==> src/rtl/stby_pkg.sv <==
package stby_pkg;

    localparam int CTRL_W   = 8;
    localparam int LVL_W    = 3;
    localparam int REQ_POS  = 0;
    localparam int PIN_POS  = 1;
    localparam logic [CTRL_W-1:0] CTRL_RST = CTRL_W'(1);

    typedef enum logic [1:0] {
        CKM_MAIN = 2'b00,
        CKM_PLL  = 2'b01,
        CKM_SUB  = 2'b10,
        CKM_RSV  = 2'b11
    } clk_mode_e;

    typedef enum logic {
        ST_RUN  = 1'b0,
        ST_STBY = 1'b1
    } stby_st_e;

    typedef struct packed {
        logic pin_float;
        logic run_req;
    } ctrl_t;

    function automatic logic irq_enabled(input logic pend, input logic [LVL_W-1:0] lvl);
        return pend && (lvl != {LVL_W{1'b1}});
    endfunction

    function automatic logic mode_allows(input clk_mode_e m);
        return (m == CKM_MAIN) || (m == CKM_PLL);
    endfunction

endpackage

==> src/rtl/stby_seq.sv <==
module stby_seq
    import stby_pkg::*;
#(
    parameter int LW = LVL_W
) (
    input  logic          clk,
    input  logic          rst,
    input  logic          wr_en,
    input  logic          wr_req,
    input  clk_mode_e     clk_mode,
    input  logic          irq_pend,
    input  logic [LW-1:0] irq_lvl,
    output logic          in_stby,
    output logic          stby_nxt,
    output logic          enter,
    output logic          wake
);
    stby_st_e st_q, st_d;
    logic     irq_ok;

    assign irq_ok = irq_pend && (irq_lvl != {LW{1'b1}});

    always_comb begin
        enter = 1'b0;
        wake  = 1'b0;
        st_d  = st_q;
        unique case (st_q)
            ST_RUN: begin
                if (wr_en && !wr_req && mode_allows(clk_mode) && !irq_ok) begin
                    enter = 1'b1;
                    st_d  = ST_STBY;
                end
            end
            ST_STBY: begin
                if (irq_ok) begin
                    wake = 1'b1;
                    st_d = ST_RUN;
                end
            end
            default: st_d = ST_RUN;
        endcase
    end

    always_ff @(posedge clk) begin
        if (rst) st_q <= ST_RUN;
        else     st_q <= st_d;
    end

    assign in_stby  = (st_q == ST_STBY);
    assign stby_nxt = (st_d == ST_STBY);

    AST_MODE_BLOCK: assert property (@(posedge clk) disable iff (rst)
        (!in_stby && wr_en && !wr_req && !mode_allows(clk_mode)) |=> !in_stby);
    AST_IRQ_BLOCK: assert property (@(posedge clk) disable iff (rst)
        (!in_stby && wr_en && !wr_req && irq_enabled(irq_pend, irq_lvl)) |=> !in_stby);
    AST_WAKE_EXIT: assert property (@(posedge clk) disable iff (rst)
        (in_stby && irq_enabled(irq_pend, irq_lvl)) |=> !in_stby);
    AST_LVL7_STAY: assert property (@(posedge clk) disable iff (rst)
        (in_stby && !irq_enabled(irq_pend, irq_lvl)) |=> in_stby);
endmodule

==> src/rtl/stby_regs.sv <==
module stby_regs
    import stby_pkg::*;
#(
    parameter int DW = CTRL_W
) (
    input  logic          clk,
    input  logic          rst,
    input  logic          wr_en,
    input  logic          wr_pin,
    input  logic          in_stby,
    input  logic          enter,
    input  logic          wake,
    output logic          pin_float,
    output logic [DW-1:0] rd
);
    ctrl_t ctl_q;

    always_ff @(posedge clk) begin
        if (rst) begin
            ctl_q.run_req   <= 1'b1;
            ctl_q.pin_float <= 1'b0;
        end else begin
            if (wr_en && !in_stby) ctl_q.pin_float <= wr_pin;
            if (enter)             ctl_q.run_req   <= 1'b0;
            else if (wake)         ctl_q.run_req   <= 1'b1;
        end
    end

    always_comb begin
        rd          = '0;
        rd[REQ_POS] = ctl_q.run_req;
        rd[PIN_POS] = ctl_q.pin_float;
    end

    assign pin_float = ctl_q.pin_float;

    AST_REQ_RUN: assert property (@(posedge clk) disable iff (rst)
        !in_stby |-> rd[REQ_POS]);
    AST_RST_DEFAULT: assert property (@(posedge clk) disable iff (rst)
        $past(rst) |-> (rd == DW'(1)));
endmodule

==> src/rtl/stby_out.sv <==
module stby_out (
    input  logic clk,
    input  logic rst,
    input  logic in_stby,
    input  logic stby_nxt,
    input  logic wake,
    input  logic pin_float,
    input  logic hold_req,
    output logic cpu_clk_en,
    output logic per_clk_en,
    output logic pin_hiz,
    output logic pin_hold,
    output logic hold_ack,
    output logic wake_pulse
);
    logic gate_on;
    logic ack_q;

    assign gate_on    = !in_stby || wake;
    assign cpu_clk_en = gate_on;
    assign per_clk_en = gate_on;
    assign wake_pulse = in_stby && wake;
    assign pin_hiz    = in_stby && pin_float;
    assign pin_hold   = in_stby && !pin_float;

    always_ff @(posedge clk) begin
        if (rst) ack_q <= 1'b0;
        else     ack_q <= hold_req && !stby_nxt;
    end
    assign hold_ack = ack_q;

    AST_HOLD_BLOCK: assert property (@(posedge clk) disable iff (rst)
        in_stby |-> !hold_ack);
    AST_WAKE_ONE: assert property (@(posedge clk) disable iff (rst)
        wake_pulse |=> !wake_pulse);
    AST_PIN_EXCL: assert property (@(posedge clk) disable iff (rst)
        !(pin_hiz && pin_hold));
endmodule

==> src/rtl/stby_ctrl.sv <==
module stby_ctrl
    import stby_pkg::*;
#(
    parameter int DW = CTRL_W,
    parameter int LW = LVL_W
) (
    input  logic          clk,
    input  logic          rst,
    input  logic          wr_en,
    input  logic [DW-1:0] wr_data,
    input  logic [1:0]    clk_mode,
    input  logic          irq_pend,
    input  logic [LW-1:0] irq_lvl,
    input  logic          hold_req,
    output logic [DW-1:0] ctrl_rd,
    output logic          cpu_clk_en,
    output logic          per_clk_en,
    output logic          pin_hiz,
    output logic          pin_hold,
    output logic          hold_ack,
    output logic          wake_pulse,
    output logic          in_standby,
    output logic          force_main
);
    logic in_stby, stby_nxt, enter, wake, pin_float;
    logic unused_hi;

    assign unused_hi = ^wr_data[DW-1:PIN_POS+1];

    stby_seq #(.LW(LW)) u_seq (
        .clk      (clk),
        .rst      (rst),
        .wr_en    (wr_en),
        .wr_req   (wr_data[REQ_POS]),
        .clk_mode (clk_mode_e'(clk_mode)),
        .irq_pend (irq_pend),
        .irq_lvl  (irq_lvl),
        .in_stby  (in_stby),
        .stby_nxt (stby_nxt),
        .enter    (enter),
        .wake     (wake)
    );

    stby_regs #(.DW(DW)) u_regs (
        .clk       (clk),
        .rst       (rst),
        .wr_en     (wr_en),
        .wr_pin    (wr_data[PIN_POS]),
        .in_stby   (in_stby),
        .enter     (enter),
        .wake      (wake),
        .pin_float (pin_float),
        .rd        (ctrl_rd)
    );

    stby_out u_out (
        .clk        (clk),
        .rst        (rst),
        .in_stby    (in_stby),
        .stby_nxt   (stby_nxt),
        .wake       (wake),
        .pin_float  (pin_float),
        .hold_req   (hold_req),
        .cpu_clk_en (cpu_clk_en),
        .per_clk_en (per_clk_en),
        .pin_hiz    (pin_hiz),
        .pin_hold   (pin_hold),
        .hold_ack   (hold_ack),
        .wake_pulse (wake_pulse)
    );

    assign in_standby = in_stby;
    assign force_main = rst;

    AST_GATES_OFF: assert property (@(posedge clk) disable iff (rst)
        (in_standby && !wake_pulse) |-> (!cpu_clk_en && !per_clk_en));
endmodule

==> config.mk <==
export PLATFORM = sky130hd
export DESIGN_NAME = stby_ctrl
export DESIGN_NICKNAME = d
export VERILOG_FILES = /design/src/rtl/stby_pkg.sv /design/src/rtl/stby_seq.sv /design/src/rtl/stby_regs.sv /design/src/rtl/stby_out.sv /design/src/rtl/stby_ctrl.sv
export SDC_FILE = /design/constraint.sdc
export NUM_CORES = 1
export LEC_CHECK = 0
export BUFFER_PORTS_ARGS = -buffer_cell sky130_fd_sc_hd__clkbuf_2
export CAP_MARGIN = 40
export CORE_AREA = 2 2 39 41
export DETAILED_ROUTE_END_ITERATION = 10
export DIE_AREA = 0 0 41 43
export GPL_ROUTABILITY_DRIVEN = 1
export HOLD_SLACK_MARGIN = 0.08
export PLACE_DENSITY_LB_ADDON = 0.15
export SYNTH_ARGS = -nofsm -noshare
export SYNTH_HDL_FRONTEND = slang
export SYNTH_HIERARCHICAL = 1
export SYNTH_SLANG_ARGS = --single-unit
==> constraint.sdc <==
create_clock -name clk -period 1.1 [get_ports clk]
set_input_delay 0.055 -clock clk [delete_from_list [all_inputs] [get_ports clk]]
set_output_delay 0.055 -clock clk [all_outputs]
set_load 0.01 [all_outputs]
# --- After elaboration in Yosys (flattened, before gate mapping) ---
# Index checks and enable logic that the tools add are counted.
totals:
  ff_bits: 4
  latchBits: 0
  ramBits: 0
  romBits: 0
  inputBits: 18
  out_inout_bits: 16
  elab_cells: 33
  mem_count: 0
op_classes:
  n_addsub: 0
  mul: 0
  div_mod_pow: 0
  n_lt_le_gt_ge: 0
  n_eq_ne: 2
  shifts: 0
  muxes: 8
  bitwise: 1
  n_reduce_logical: 18
op_table:
  columns: ["cell", "n"]
  rows:
  - ["$logic_and A1 B1 Y1", 9]
  - ["$mux W1", 7]
  - ["$logic_not A1 Y1", 5]
  - ["$ne A3 B3 Y1 const B", 1]
  - ["$eq A2 B1 Y1 const B", 1]
  - ["$logic_not A2 Y1", 1]
  - ["$logic_or A1 B1 Y1", 2]
  - ["$pmux W1 S2", 1]
  - ["$reduce_bool A2 Y1", 1]
  - ["$not A1 Y1", 1]

# --- Longest topological paths before layout ---
# Gate-level depths: netlist of the first run.
logic_depth:
  ltp_word: 8
  ltp_mapped: 4

# --- By module ---
# Netlist of the first run, hierarchy kept.
modules_own_cells:
  columns: ["mod", "n_inst", "cells_per_inst", "area_each_um2"]
  rows:
  - ["stby_regs", 1, 16, 136.4]
  - ["stby_seq", 1, 8, 81.3]
  - ["stby_out", 1, 7, 61.3]
  - ["stby_ctrl", 1, 1, 7.5]

# --- Least setup slack after synthesis of the first run ---
# Ideal clock, no wire load.
synth_path:
  path_kind: "register to output"
  from: "reg u_seq.st_q, in the netlist u_seq/in_stby"
  to: "out per_clk_en"
  arrival_ns: 0.995
  t_required_ns: 1.045
  setup_slack_ns: 0.050
  stages_incl_launch_ff: 4
  path_cell_list: "dfxtp_1 > and3_1 > nand2b_1 > buf_4"
synth_via:
  elab_chain_cells: 2
  word_cells_on_any_way: 3
  cone_classes: "mux (1); reduce/logical (2)"
synth_rtl:
  columns: ["item", "line_no", "rtl"]
  rows:
  - ["from (decl)", "stby_seq.sv:18", "stby_st_e st_q, st_d;"]
  - ["from (signal assigned)", "stby_seq.sv:46", "else st_q <= st_d;"]
  - ["$mux W1", "stby_seq.sv:27", "unique case (st_q)"]
  - ["named net wake", "stby_ctrl.sv:25", "logic in_stby, stby_nxt, enter, wake, pin_float;"]
  - ["$logic_or A1 B1 Y1", "stby_out.sv:19", "assign gate_on = !in_stby || wake;"]
  - ["to (decl)", "stby_ctrl.sv:17", "output logic per_clk_en,"]
# The timed path passes the listed nets, and every way through them passes these cells.

# --- Final worst setup path of the first run ---
layout_path:
  from: "reg u_seq.st_q, in the netlist u_seq/in_stby"
  to: "out cpu_clk_en"
layout_via:
  elab_chain_cells: 2
  word_cells_on_any_way: 3
  cone_classes: "mux (1); reduce/logical (2)"
layout_rtl:
  columns: ["item", "line_no", "rtl"]
  rows:
  - ["$mux W1", "stby_seq.sv:27", null]
  - ["named net wake", "stby_ctrl.sv:25", null]
  - ["$logic_or A1 B1 Y1", "stby_out.sv:19", null]
  - ["to (decl)", "stby_ctrl.sv:16", "output logic cpu_clk_en,"]
# The timed path passes the listed nets, and every way through them passes these cells.

==> results of run 1 <==
==> layout by cell type (no fill, tap or decap) <==
cell            n
a211oi_2        1
a221oi_2        1
a22oi_1         1
and2_1          2
and2b_1         1
and3_4          1
buf_2           2
buf_4           3
clkbuf_2       17
clkbuf_4        3
conb_1          6
dfxtp_1         3
dfxtp_4         1
dlygate4sd3_1   4
inv_1           1
nand2b_1        1
nand2b_4        1
nand3_1         1
nand4bb_1       1
nor2_1          1
nor2b_1         1
nor3b_1         1
o21ai_1         1
o21bai_1        1
or3b_4          1
==> where the power goes <==
part	switching, mW	internal, mW	total, mW
Combinational	0.0429	0.0475	0.0904
Sequential	0.00432	0.151	0.156
Clock	0.0580	0.122	0.180
==> repair_timing <==
action / 4_1_cts / 5_1_grt
hold buffers: 4 / 0
endpoints found under the hold margin: 3 / 0
setup endpoints to repair: 3 / 3
pin swaps: 0 / 0
buffers inserted: 0 / 1
resized for setup: 3 / 5
==> worst min-delay path: stages <==
cell and delay (ns):
clkbuf_2 0.09, nand4bb_1 0.09, o21ai_1 0.06
==> metrics by stage <==
step                setup slack [ns]  hold WS [ns]   TNS, ns
floorplan                     0.0499         0.121         0
global placement               0.138         0.311         0
detailed placement             0.143         0.310         0
CTS                         0.000303        0.0869         0
global route                -0.00700         0.127  -0.00829
finish                        0.0331         0.116         0
==> path summary, 6_finish.rpt <==
path                                      start                       endpoint  slack (ns)  cells after the start
setup / recovery       u_seq/in_stby$_SDFF_PP0_                     cpu_clk_en        0.03                      3
setup reg to reg       u_seq/in_stby$_SDFF_PP0_      u_regs/rd[0]$_SDFFE_PP1P_        0.27                      3
hold / removal                            wr_en  u_regs/pin_float$_SDFFE_PP0P_        0.12                      3
hold reg to reg   u_regs/pin_float$_SDFFE_PP0P_  u_regs/pin_float$_SDFFE_PP0P_        0.50                      2
==> routing by layer <==
metal	up-vias	wire length, um
li1	145	-
met3	0	79
met1	123	249
met4	0	0
met2	17	312
met5	-	0
==> state kept, by name, indices dropped and copies added, names as in the netlist <==
register and flops:
u_regs/rd 1, u_out/hold_ack 1, u_regs/pin_float 1, u_seq/in_stby 1
==> kinds of logic after synthesis <==
family	share of synthesized area
other cells	0.0131
compound gates	0.166
buf+inv	0.249
flops	0.279
simple gates	0.293
==> final cells by class <==
| cell class | instances | area, um2 |
|---|---|---|
| clock buffer | 3 | 22.5 |
| fill | 151 | 930 |
| inverter | 1 | 3.75 |
| multi-input combinational | 23 | 166 |
| sequential | 4 | 83.8 |
| tap | 16 | 20.0 |
| timing repair buffer | 26 | 158 |
==> results by group, run 1 <==
Global route
  • GRT busiest layer: met2
  • Largest net degree at the start of global routing: 8
  • Tot GR Track Use: 0.0873
  • Initial antenna violation count: 0
  • Met1 Use GR: 0.0997
  • First-pass GRT wire length: a little over 900 um
  • Grt total ovfl: 0
  • M3 GR Usage: 0.0942
  • Vias in the first global route: 220
  • Met2 GRT Util: 0.109

Place
  • Placed Cells: 65
  • GP Congestion: about 0.67
  • Port buffer count: 20
  • Placement Cell Area: 365 um2

Detailed routing
  • Drt pass-1 iters: 2
  • Final wirelength: around 640 um
  • Initial drt markers: 2
  • Detail Route Antenna Nets: 0
  • Via count: 285
  • DR WL/cell: 8.77 um
  • # DRC: 0
  • Vias per cell: 3.90

STA
  • F_max: between 0.9 and 1 GHz
  • Slew Limit Fails: 0
  • Final setup viols: 0
  • Fin crit period: 1.07 ns
  • Clk_skew: 0.00549 ns
  • Final hold violation count: 0
  • RSZ-0062 raised after global routing: true
  • Final worst-path cycle share: 0.970

Synthesis
  • Async S/R FF share, synth: 0
  • Syn Std Cell Area: 287 um2
  • Largest cells by area after synthesis: dfxtp_1 28%, buf_4 24%, a221oi_2 5.2%
  • Syn Inst Count: 32
  • #FFs+latches synth: 4
  • Syn. warnings: 6
  • Most common cell in the netlist: buf_4
  • Leading area contributor after synthesis: dfxtp_1
  • Yosys top cell area share: 0.279
  • Top cells by count, synth: 9 x buf_4, 4 x dfxtp_1, 2 x and2_1, 2 x nand2b_1
  • Mean Syn Cell Area: 8.95 um2
  • Most used DFF post-synth: dfxtp_1
  • Post-synth EDFFs: 0
  • Distinct cells, synth: 19
  • Seq/Total Area, Yosys: 0.279

Clock tree
  • H-tree depth: 1
  • Clock-pin slew on the worst setup and hold paths: roughly 0.040 ns
  • Clk root buf: clkbuf_4
  • TritonCTS Sinks: 4
  • Clock Path Buffers: 2
  • Inserted Clock Buffers: 3
  • CTS tree: done
  • Clock Latency Late Sink: 0.24 ns

Floorplanning
  • Initial core utilization: 0.207
  • Top Ports: 34
  • CORE AREA: 0.00138 mm2
  • Row Count: 14
  • Die width: about 41 um
  • Die area: 0.00176 mm2
  • Die Height: 43 um

Worst setup path
  • Worst-path fanout max: 5
  • CP endpoint kind: output port
  • Slowest stage delay, CP: 0.34 ns
  • WP data arrival: 1.01 ns
  • Critical path cell sequence: and3_4, nand2b_4, buf_4
  • Required time of the critical path: between 1 and 1.5 ns
  • Startpoint Class: flip-flop
  • Crit path buffers/inverters: 1
  • Slowest CP cell: dfxtp_4
  • Setup Crit Path Kind: reg -> out
  • Top delay family on crit path: flip-flops

Finish
  • Area growth from synthesis to layout: 58.5%
  • Antenna Cells: 0
  • Final layout net count: 77
  • Share of cells above drive strength 1: 0.544
  • Final core occ: 0.328
  • Fin area: 454 um2
  • Final Non-Filler Cells: 73

Run
  • Maxcap violations: 0

Pwr
  • Power Density: 938 mW/mm2
  • Overall Power: 0.426 mW
  • Maximum VDD drop: 0.534 mV
  • Leakage: between 0.2 and 0.25 nW

Hold path
  • Hold Crit Class: in -> reg

Run status
  • Outcome: finished, final reports clean
Note: power is estimated with default switching activity, not from simulation.
==> run 2, diff against run 1 <==
ABC_AREA = 1   (was unset)
==> run 2 against run 1 <==
  * Design area down 2.8%
  * Sequential share of layout area up 0.52 points
  * Die area unchanged
  * Global-route usage down 0.90 points
  * Via count up 12%
  * Critical path type unchanged
  * Worst setup slack worse by 0.016 ns
  * Critical endpoint unchanged
  * First-iteration DRC count down 100%
  * Combinational power down 0.9%
  * Synthesized area up 4.4%
  * Hold slack better by 0.0092 ns
  * Non-clock buffer count down 2
  * Register-to-register slack worse by 0.11 ns
==> results by group, run 2 <==
Run status
  • Outcome: finished, final reports clean

Detailed routing
  • Vias per cell: 3.70 (-5.3%)
  • DR WL/cell: 7.16 um (-18%)
  • # DRC: 0 (unchanged)
  • Drt pass-1 iters: 1 (-1)
  • Via count: 318 (+12%)
  • Detail Route Antenna Nets: 0 (unchanged)
  • Final wirelength: 616 um (-3.8%)
  • Initial drt markers: 0 (-2)

STA
  • Setup TNS: 0 ns (unchanged)
  • Final worst-path cycle share: 0.985 (+0.0148)
  • Fin crit period: 1.08 ns (+0.0162 ns)
  • Final hold violation count: 0 (unchanged)
  • Setup WS post-layout: 0.0168 ns (-0.0162 ns)
  • RSZ-0062 raised after global routing: true
  • Final setup viols: 0 (unchanged)
  • Slew Limit Fails: 0 (unchanged)
  • Clk_skew: 0.00174 ns (-0.00374 ns)
  • Hold slack: 0.125 ns (+0.00921 ns)
  • F_max: 0.923 GHz (-1.5%)

Synthesis
  • Syn Std Cell Area: 299 um2 (+4.4%)
  • Syn. warnings: 6 (unchanged)
  • Mean Syn Cell Area: 6.36 um2 (-29%)
  • Most common cell in the netlist: inv_1
  • Seq/Total Area, Yosys: 0.268 (-0.0117)
  • Post-synth EDFFs: 0 (unchanged)
  • Largest cells by area after synthesis: dfxtp_1 27%, buf_4 23%, inv_1 14%
  • Yosys top cell area share: 0.268 (-0.0117)
  • Async S/R FF share, synth: 0 (unchanged)
  • #FFs+latches synth: 4 (unchanged)
  • Most used DFF post-synth: dfxtp_1
  • Leading area contributor after synthesis: dfxtp_1
  • Syn Inst Count: 47 (+47%)
  • Distinct cells, synth: 13 (-6)
  • Top cells by count, synth: 11 x inv_1, 9 x buf_4, 6 x nand2_1, 6 x nor2_1, 4 x dfxtp_1

Clock tree
  • Inserted Clock Buffers: 3 (unchanged)
  • Clock Latency Late Sink: 0.23 ns (about the same)
  • Clk root buf: clkbuf_4
  • TritonCTS Sinks: 4 (unchanged)
  • Clock Path Buffers: 2 (unchanged)
  • H-tree depth: 1 (unchanged)
  • Clock-pin slew on the worst setup and hold paths: 0.04 ns (about the same)
  • CTS tree: done

Place
  • Dpl ws: 0.102 ns (-0.0410 ns)
  • DP HPWL: 510 um
  • GP Congestion: 0.585 (-12%)
  • Placed Cells: 80 (+23%)
  • Placement Cell Area: 378 um2 (+3.4%)
  • Port buffer count: 20 (unchanged)

Floorplanning
  • Top Ports: 34 (unchanged)
  • CORE AREA: 0.00138 mm2 (unchanged)
  • Die area: 0.00176 mm2 (unchanged)
  • Initial core utilization: 0.216 (+0.00904)
  • Die Height: 43 um (unchanged)
  • Die width: 41 um (unchanged)
  • Row Count: 14 (unchanged)

Finish
  • Area growth from synthesis to layout: 47.7%
  • Commonest non-fill, non-tap cell in the layout: clkbuf_2
  • Antenna Cells: 0 (unchanged)
  • Final core occ: 0.319 (-0.00904)
  • Fin area: 442 um2 (-2.8%)
  • Commonest non-fill, non-tap cells in the layout: 19 x clkbuf_2, 10 x inv_1, 6 x nand2_1, 6 x conb_1, 5 x nor2_1
  • Final Non-Filler Cells: 86 (+18%)
  • Final layout net count: 90 (+17%)
  • Share of cells above drive strength 1: 0.471 (-0.0724)

Pwr
  • Maximum VDD drop: 0.227 mV (-57%)
  • Leakage: 0.274 nW (+21%)
  • Power Density: 963 mW/mm2 (+2.7%)
  • Overall Power: 0.425 mW (-0.11%)

Worst setup path
  • WP data arrival: 1.03 ns (+0.02 ns)
  • CP endpoint kind: output port
  • Required time of the critical path: 1.04 ns (about the same)
  • Startpoint Class: flip-flop
  • Slowest stage delay, CP: 0.36 ns (+0.02 ns)
  • Setup Crit Path Kind: reg -> out
  • Slowest CP cell: dfxtp_4
  • Worst-path fanout max: 5 (unchanged)
  • Critical path cell sequence: inv_4, nor2_4, or2_1, buf_2
  • CP startpoint: u_seq/in_stby$_SDFF_PP0_
  • Reg-to-Reg Start: u_seq/in_stby$_SDFF_PP0_

Run
  • Maxcap violations: 0 (unchanged)

Global route
  • First-pass GRT wire length: 910 um (-1.5%)
  • Vias in the first global route: 265 (+20%)
  • Tot GR Track Use: 0.0783 (-0.00904)
  • Largest net degree at the start of global routing: 6 (-2)
  • Initial antenna violation count: 0 (unchanged)
  • Grt total ovfl: 0 (unchanged)

Hold path
  • Worst hold start: wr_data[1]
  • Hold Crit Class: in -> reg
## run 2: cell count changes in the layout (fill, tap and decap cells not counted), moves of 2 or more
cell,delta
inv_1,+9
nand2_1,+6
nor2_1,+4
and2_1,-2
clkbuf_2,+2
dlygate4sd3_1,-2
nand2_2,+2
nor2_2,+2
## run 2: cell type report
cell class	count	area, um2
fill	177	942
inverter	11	43.8
clock buffer	3	22.5
tap	16	20.0
multi-input combinational	28	136
sequential	4	83.8
timing repair buffer	24	135
## run 2: critical path, delay by kind of cell, from the launching register on
| family | cells | cell delay, ns |
|---|---|---|
| buf+inv | 2 | 0.20 |
| flops | 1 | 0.36 |
| simple gates | 2 | 0.24 |
## run 2: worst paths after layout
path / end / slack [ns] / cells after the start
worst min-delay path: u_regs/pin_float$_SDFFE_PP0P_ / 0.13 / 5
worst max register to register: u_out/hold_ack$_SDFF_PP0_ / 0.16 / 8
worst max-delay path: cpu_clk_en / 0.02 / 4
worst min register to register: u_regs/rd[0]$_SDFFE_PP1P_ / 0.52 / 2
## run 2: logic make-up (layout without fill, tap and decap cells)
family	after synthesis	in the layout	synth area share
buf+inv	20	38	0.364
compound gates	2	2	0.0334
simple gates	20	20	0.322
flops	4	4	0.268
other cells	1	6	0.0125
## run 2: repair_timing
item	in CTS	in global routing
hold endpoints to repair	2	0
hold buffers	2	0
endpoints found under the setup margin	3	3
buffers inserted	0	1
pin swaps	2	0
gates resized for setup	4	3
## run 2: where the power goes
part	internal (mW)	switching (mW)
clock	0.122	0.0563
sequential	0.152	0.00587
combinational	0.0404	0.0493
## run 2: per-layer routing
layer | GRT usage | routed length, um | up-vias
met5 | 0 | 0 | -
met4 | 0.0800 | 0 | 0
met3 | 0.0157 | 54 | 0
met2 | 0.122 | 332 | 15
met1 | 0.0772 | 228 | 138
li1 | - | - | 165
